--- src/rtl/bm_pkg.sv ---
package bm_pkg;
  localparam int WORD_W = 16;
  localparam int DATA_W = 32;

  localparam logic [1:0] SZ_BYTE = 2'b00;
  localparam logic [1:0] SZ_WORD = 2'b01;

  typedef enum logic [1:0] {
    ST_IDLE    = 2'd0,
    ST_SETUP   = 2'd1,
    ST_ACTIVE  = 2'd2,
    ST_RELEASE = 2'd3
  } bm_state_e;

  function automatic logic is_long(input logic [1:0] sz);
    return sz[1];
  endfunction
endpackage

--- src/rtl/bm_ack_sync.sv ---
module bm_ack_sync #(
  parameter int STAGES = 2
) (
  input  logic clk,
  input  logic rst_n,
  input  logic ack_n_async,
  output logic ack_n_sync
);
  logic [STAGES-1:0] chain_q;

  generate
    for (genvar s = 0; s < STAGES; s++) begin : g_stage
      if (s == 0) begin : g_first
        always_ff @(posedge clk or negedge rst_n) begin
          if (!rst_n) chain_q[0] <= 1'b1;
          else        chain_q[0] <= ack_n_async;
        end
      end else begin : g_next
        always_ff @(posedge clk or negedge rst_n) begin
          if (!rst_n) chain_q[s] <= 1'b1;
          else        chain_q[s] <= chain_q[s-1];
        end
      end
    end
  endgenerate

  assign ack_n_sync = chain_q[STAGES-1];
endmodule

--- src/rtl/bm_lane_steer.sv ---
module bm_lane_steer
  import bm_pkg::*;
(
  input  logic [1:0]        size,
  input  logic              a0,
  input  logic              second,
  input  logic [DATA_W-1:0] wdata,
  output logic              sel_hi,
  output logic              sel_lo,
  output logic [WORD_W-1:0] lane_out
);
  logic wide;

  always_comb begin
    wide   = (size != SZ_BYTE);
    sel_hi = wide | ~a0;
    sel_lo = wide | a0;
    if (!wide)
      lane_out = {wdata[7:0], wdata[7:0]};
    else if (is_long(size) && !second)
      lane_out = wdata[DATA_W-1:WORD_W];
    else
      lane_out = wdata[WORD_W-1:0];
  end
endmodule

--- src/rtl/bm_read_pack.sv ---
module bm_read_pack
  import bm_pkg::*;
(
  input  logic              clk,
  input  logic              rst_n,
  input  logic              cap_en,
  input  logic [1:0]        size,
  input  logic              a0,
  input  logic              second,
  input  logic [WORD_W-1:0] din,
  output logic [DATA_W-1:0] rdata
);
  logic [DATA_W-1:0] rdata_q, rdata_d;

  always_comb begin
    rdata_d = rdata_q;
    if (cap_en) begin
      if (size == SZ_BYTE)
        rdata_d = {{(DATA_W-8){1'b0}}, (a0 ? din[7:0] : din[15:8])};
      else if (!is_long(size))
        rdata_d = {{(DATA_W-WORD_W){1'b0}}, din};
      else if (!second)
        rdata_d = {din, {WORD_W{1'b0}}};
      else
        rdata_d = {rdata_q[DATA_W-1:WORD_W], din};
    end
  end

  always_ff @(posedge clk or negedge rst_n) begin
    if (!rst_n)      rdata_q <= '0;
    else if (cap_en) rdata_q <= rdata_d;
  end

  assign rdata = rdata_q;

  assert_byte_zext_R7: assert property (@(posedge clk) disable iff (!rst_n)
    (cap_en && size == SZ_BYTE) |=> (rdata[DATA_W-1:8] == '0));
endmodule

--- src/rtl/async_bus_master.sv ---
module async_bus_master
  import bm_pkg::*;
#(
  parameter int ADDR_W      = 24,
  parameter int SYNC_STAGES = 2
) (
  input  logic              clk,
  input  logic              rst_n,
  input  logic              req_valid,
  input  logic              req_write,
  input  logic [1:0]        req_size,
  input  logic [31:0]       req_addr,
  input  logic [31:0]       req_wdata,
  output logic              busy,
  output logic              done,
  output logic              align_err,
  output logic [31:0]       rdata,
  output logic [ADDR_W-2:0] bus_addr,
  output logic              bus_as_n,
  output logic              bus_uds_n,
  output logic              bus_lds_n,
  output logic              bus_rnw,
  output logic [15:0]       bus_dout,
  output logic              bus_doe,
  input  logic [15:0]       bus_din,
  input  logic              bus_ack_n
);
  localparam logic [ADDR_W-1:0] WORD_STEP = ADDR_W'(2);

  bm_state_e         state_q, state_d;
  logic [ADDR_W-1:0] addr_q, addr_d;
  logic [1:0]        size_q, size_d;
  logic              wr_q, wr_d;
  logic [31:0]       wdata_q, wdata_d;
  logic              second_q, second_d;
  logic              err_q, err_d;
  logic              ack_s_n;
  logic              misalign_in;
  logic              last_word;
  logic              cap_en;
  logic              sel_hi, sel_lo;
  logic              active;

  bm_ack_sync #(.STAGES(SYNC_STAGES)) u_sync (
    .clk         (clk),
    .rst_n       (rst_n),
    .ack_n_async (bus_ack_n),
    .ack_n_sync  (ack_s_n)
  );

  assign misalign_in = (req_size != SZ_BYTE) && req_addr[0];
  assign last_word   = !is_long(size_q) || second_q;

  always_comb begin
    state_d  = state_q;
    addr_d   = addr_q;
    size_d   = size_q;
    wr_d     = wr_q;
    wdata_d  = wdata_q;
    second_d = second_q;
    err_d    = 1'b0;
    case (state_q)
      ST_IDLE: begin
        if (req_valid) begin
          if (misalign_in) begin
            err_d = 1'b1;
          end else begin
            state_d  = ST_SETUP;
            addr_d   = req_addr[ADDR_W-1:0];
            size_d   = req_size;
            wr_d     = req_write;
            wdata_d  = req_wdata;
            second_d = 1'b0;
          end
        end
      end
      ST_SETUP: begin
        if (ack_s_n) state_d = ST_ACTIVE;
      end
      ST_ACTIVE: begin
        if (!ack_s_n) state_d = ST_RELEASE;
      end
      ST_RELEASE: begin
        if (!last_word) begin
          state_d  = ST_SETUP;
          second_d = 1'b1;
          addr_d   = addr_q + WORD_STEP;
        end else begin
          state_d = ST_IDLE;
        end
      end
      default: state_d = ST_IDLE;
    endcase
  end

  always_ff @(posedge clk or negedge rst_n) begin
    if (!rst_n) begin
      state_q  <= ST_IDLE;
      addr_q   <= '0;
      size_q   <= SZ_BYTE;
      wr_q     <= 1'b0;
      wdata_q  <= '0;
      second_q <= 1'b0;
      err_q    <= 1'b0;
    end else begin
      state_q  <= state_d;
      addr_q   <= addr_d;
      size_q   <= size_d;
      wr_q     <= wr_d;
      wdata_q  <= wdata_d;
      second_q <= second_d;
      err_q    <= err_d;
    end
  end

  bm_lane_steer u_steer (
    .size     (size_q),
    .a0       (addr_q[0]),
    .second   (second_q),
    .wdata    (wdata_q),
    .sel_hi   (sel_hi),
    .sel_lo   (sel_lo),
    .lane_out (bus_dout)
  );

  assign cap_en = (state_q == ST_ACTIVE) && !ack_s_n && !wr_q;

  bm_read_pack u_pack (
    .clk    (clk),
    .rst_n  (rst_n),
    .cap_en (cap_en),
    .size   (size_q),
    .a0     (addr_q[0]),
    .second (second_q),
    .din    (bus_din),
    .rdata  (rdata)
  );

  assign active    = (state_q == ST_ACTIVE);
  assign busy      = (state_q != ST_IDLE);
  assign done      = (state_q == ST_RELEASE) && last_word;
  assign align_err = err_q;
  assign bus_addr  = addr_q[ADDR_W-1:1];
  assign bus_as_n  = !active;
  assign bus_uds_n = !(active && sel_hi);
  assign bus_lds_n = !(active && sel_lo);
  assign bus_rnw   = busy ? !wr_q : 1'b1;
  assign bus_doe   = busy && wr_q;

  assert_addr_setup_R2: assert property (@(posedge clk) disable iff (!rst_n)
    $fell(bus_as_n) |-> ($stable(bus_addr) && $stable(bus_rnw)));

  assert_addr_hold_R2: assert property (@(posedge clk) disable iff (!rst_n)
    (!bus_as_n && $past(!bus_as_n)) |-> $stable(bus_addr));

  assert_byte_lane_R3: assert property (@(posedge clk) disable iff (!rst_n)
    (!bus_as_n && size_q == SZ_BYTE) |-> ($countones({bus_uds_n, bus_lds_n}) == 1));

  assert_wait_ack_R4: assert property (@(posedge clk) disable iff (!rst_n)
    (active && ack_s_n) |=> !bus_as_n);

  assert_strobe_gap_R5: assert property (@(posedge clk) disable iff (!rst_n)
    $rose(bus_as_n) |=> bus_as_n);

  assert_err_quiet_R6: assert property (@(posedge clk) disable iff (!rst_n)
    align_err |-> (bus_as_n && !done));

  assert_done_pulse_R9: assert property (@(posedge clk) disable iff (!rst_n)
    done |=> !done);

  assert_ack_released_R11: assert property (@(posedge clk) disable iff (!rst_n)
    $fell(bus_as_n) |-> ack_s_n);
endmodule

--- config.mk ---
export PLATFORM = sky130hd
export DESIGN_NAME = async_bus_master
export DESIGN_NICKNAME = d
export VERILOG_FILES = /design/src/rtl/bm_pkg.sv /design/src/rtl/bm_ack_sync.sv /design/src/rtl/bm_lane_steer.sv /design/src/rtl/bm_read_pack.sv /design/src/rtl/async_bus_master.sv
export SDC_FILE = /design/constraint.sdc
export NUM_CORES = 1
export LEC_CHECK = 0
export BUFFER_PORTS_ARGS = -buffer_cell sky130_fd_sc_hd__buf_2
export CAP_MARGIN = 20
export CORE_UTILIZATION = 50
export DETAILED_ROUTE_END_ITERATION = 6
export PLACE_DENSITY = 0.76
export SLEW_MARGIN = 5
export SYNTH_ARGS = -nofsm -noshare
export SYNTH_HDL_FRONTEND = slang
export SYNTH_SLANG_ARGS = --single-unit
--- constraint.sdc ---
create_clock -name clk -period 2.55 [get_ports clk]
set_clock_uncertainty 0.2 [all_clocks]
set_input_delay 0.3825 -clock clk [delete_from_list [all_inputs] [get_ports clk]]
set_output_delay 0.3825 -clock clk [all_outputs]
set_load 0.01 [all_outputs]
==> flow_metrics.env <==
export IMPL_post_drt_wl_per_cell_um=15.1
export IMPL_core_um2=8850
export IMPL_grt_pass1_vias=4272
export IMPL_period_minus_slack_ps=2390
export IMPL_cts_buffers=9
export IMPL_dieHeight_um=98.4
export IMPL_wl_um=12400
export IMPL_power_leakage_uw=0.00304
export IMPL_h_tree_depth=3
export IMPL_synth_top_area_cell="dfrtp_1"
export IMPL_path_class="reg -> out"
export IMPL_grt_max_degree=64
export IMPL_seqCellArea_um2=2430
export IMPL_synth_cell_types=41
export IMPL_critPathBufInv=3
export IMPL_pin_count=166
export IMPL_finalCritPeriodShare=0.938
export IMPL_crit_chain="ha_2, buf_6, nand2_1, inv_1, buf_2"
export IMPL_hpwl_um=8720
export IMPL_max_stage_delay_ps=450
export IMPL_seq_power_share=0.380
export IMPL_switchingPower_uw=3240
export IMPL_cts_num_sinks=97
export IMPL_synthCells=530
export IMPL_power_density_nw_per_um2=1230
export IMPL_num_nets_final=798
export IMPL_synth_top_area_share=0.511
export IMPL_ys_seq_area_frac=0.523
export IMPL_die_area_um2=9690
export IMPL_worstMarginPinSlew_ps=628
export IMPL_cts_tree="done"
export IMPL_hold_viol=0
export IMPL_port_buffers=157
export IMPL_start_util=0.525
export IMPL_first_iter_violations=247
export IMPL_ys_flop_type="dfrtp_1"
export IMPL_cts_clk_slew_worst_paths_ps=100
export IMPL_rows=34
export IMPL_place_ws_ps=357
export IMPL_critPathMaxFanout=63
export IMPL_num_vias=4509
export IMPL_tns_ps=0
export IMPL_place_gp_congestion=0.858
export IMPL_arrival_ps=1810
export IMPL_ys_ff_latch=97
export IMPL_grt_pass1_wl_um=20900
export IMPL_multi_input_area_um2=2080
export IMPL_root_buffer="clkbuf_8"
export IMPL_relSlewSlack=0.581
export IMPL_ys_warn_count=0
export IMPL_async_flop_share=1.00
export IMPL_die_w_um=98.4
export IMPL_rsz0062_at_grt="false"
export IMPL_cap_viol_max_count=0
export IMPL_drtPass1Iterations=7
export IMPL_cts_buffer_depth=2
export IMPL_p_clk_frac=0.148
export IMPL_fmax_ghz=0.418
export IMPL_syn_nets=622
export IMPL_n_antenna_cell=0
export IMPL_antenna_found_initial=0
export IMPL_track_usage=0.269
export IMPL_synth_cell_area_um2=4650
export IMPL_setup_viol=0
export IMPL_cp_slowest_cell="dfrtp_1"
export IMPL_fillers=752
export IMPL_critPathTopFamily="buffers and inverters"
export IMPL_cp_start_kind="flip-flop"
export IMPL_drc=11
export IMPL_irDropWorstVdd_mv=0.686
export IMPL_drive_above_1_share=0.287
export IMPL_switching_share=0.438
export IMPL_routed_via_density=5.51
export IMPL_pwr_share_comb=0.472
export IMPL_critPathRequiredTime_ps=1970
export IMPL_areaGrowthSynthToFinish_pct=30.0
export IMPL_violations="DRC"
export IMPL_synth_edf_count=0
export IMPL_avgSynthCellArea_um2=8.77
export IMPL_power_uw=7400
export IMPL_worst_slack_ps=159
export IMPL_maxSlewViolCount=0
export IMPL_outcome="finished with violations"
export IMPL_crit_path_end_kind="output port"
export IMPL_hold_path_class="in -> reg"
export IMPL_finish_utilization=0.683
export IMPL_overflow=0
export IMPL_intPower_uw=4160
export IMPL_synthTopCellsByArea="dfrtp_1 (51%), nand2_1 (15%), a22o_1 (4.7%), a21oi_1 (3.2%), nand3_1 (2.4%)"
export IMPL_drtAntennaViolNets=0
export IMPL_clk_latency_ps=370
## cells in the mapped netlist (2+ instances only)
master,instances
a211oi_1,2
a21oi_1,30
a22o_1,25
a22oi_1,8
a2bb2oi_1,11
a31oi_1,10
and2_1,2
and3_1,3
buf_1,4
buf_2,4
clkbuf_1,20
dfrtp_1,95
dfstp_2,2
ha_1,5
inv_1,9
nand2_1,185
nand2b_1,3
nand3_1,22
nand3_2,3
nand3b_1,2
nand4_1,10
nor2_1,19
nor2b_1,5
nor3_1,5
nor3_2,3
nor4_1,2
o21ai_0,16
o21ai_1,2
o22ai_1,10
or3_1,2
## registers in the layout, indices dropped and copies added, names as in the netlist, 2 cells and up
register and cells:
size_q 2, u_pack.rdata 32, addr_q 24, wdata_q 32
state_q 2
## worst reg2reg max path: cells and delay by family (launching register included)
kind            cells  cell delay [ps]
compound gates      1              160
fa+ha+maj           1              220
buf+inv             3              420
flops               1              450
simple gates        2              710
## cell usage in the layout (no fill, tap or decap), types with 3 or more instances in the layout
cell type      synthesis  layout
a21oi_1               30      30
a22o_1                25      25
a22oi_1                8       8
a2bb2oi_1             11      11
a31oi_1               10      10
and3_1                 3       3
buf_2                  4     156
buf_4                  0      13
clkbuf_8               0       9
dfrtp_1               95      95
dlygate4sd3_1          0      21
ha_1                   5       4
inv_1                  9       9
nand2_1              185     185
nand2b_1               3       3
nand3_1               22      22
nand3_2                3       3
nand4_1               10      10
nor2_1                19      17
nor2_2                 1       3
nor2b_1                5       5
nor3_1                 5       5
nor3_2                 3       3
o21ai_0               16      16
o22ai_1               10      10
## power groups by stage
stage          sequential (µW)  combinational [µW]  clock (µW)
6_report                  2810                3500        1100
3_5_place_dp              2820                3470           0
2_1_floorplan             2870                2090           0
4_1_cts                   2800                3490        1110
5_1_grt                   2910                3920        1170
3_3_place_gp              2790                3380           0
## per-stage QoR
| stage | cell area, µm² | hold slack, ps | instances |
|---|---|---|---|
| after floorplan | 4650 | -113 | 530 |
| after global placement | 5600 | 91.3 | 782 |
| after detailed placement | 5600 | 96.8 | 782 |
| after CTS | 6040 | 0.0767 | 819 |
| after global routing | 6040 | 3.41 | 819 |
| final | 6040 | 7.01 | 819 |
## cell type report
| cell class | instances | share of cell area |
|---|---|---|
| flip-flops and latches | 97 | 0.402 |
| multi-input cells | 396 | 0.345 |
| repair buffers | 193 | 0.189 |
| well taps | 108 | 0.0224 |
| clock buffers | 9 | 0.0205 |
| clock inverters | 7 | 0.0164 |
| inverters | 9 | 0.00559 |
## logic make-up (layout without fill, tap and decap cells)
group                      after synthesis  after routing  synth area share
AOI/OAI and AO/OA                      118            118             0.170
adders and majority gates                5              5            0.0135
buffers and inverters                   37            218            0.0310
DFF                                     97             97             0.523
muxes                                    1              1           0.00215
and+or+nand+nor                        272            272             0.261
## worst paths after layout
check,startpoint,endpoint,slack [ps],cells after the start
min,req_wdata[7],wdata_q[7]$_DFFE_PN0P_,7,3
max reg2reg,state_q[0]$_DFFE_PN0P_,u_pack.rdata[16]$_DFFE_PN0P_,320,7
max,state_q[0]$_DFFE_PN0P_,done,160,5
max in group asynchronous,rst_n,wdata_q[16]$_DFFE_PN0P_,1250,3
min reg2reg,u_sync.chain_q[0]$_DFF_PN1_,u_sync.ack_n_sync$_DFF_PN1_,160,0
min in group asynchronous,rst_n,addr_q[14]$_DFFE_PN0P_,230,2
## routing by layer
layer,global-route usage,vias up,part of all wire
li1,-,2184,-
met1,0.393,2156,0.46
met2,0.418,157,0.47
met3,0.0404,12,0.061
met4,0.0838,0,0.012
met5,0,-,0
## what timing repair did
action                                 in CTS  in global routing
setup buffers                               0                  0
hold buffers                               21                  0
endpoints found under the hold margin      39                  0
setup endpoints to repair                   0                  9
resized for setup                           0                  2
Note: power is estimated with default switching activity, not from simulation.
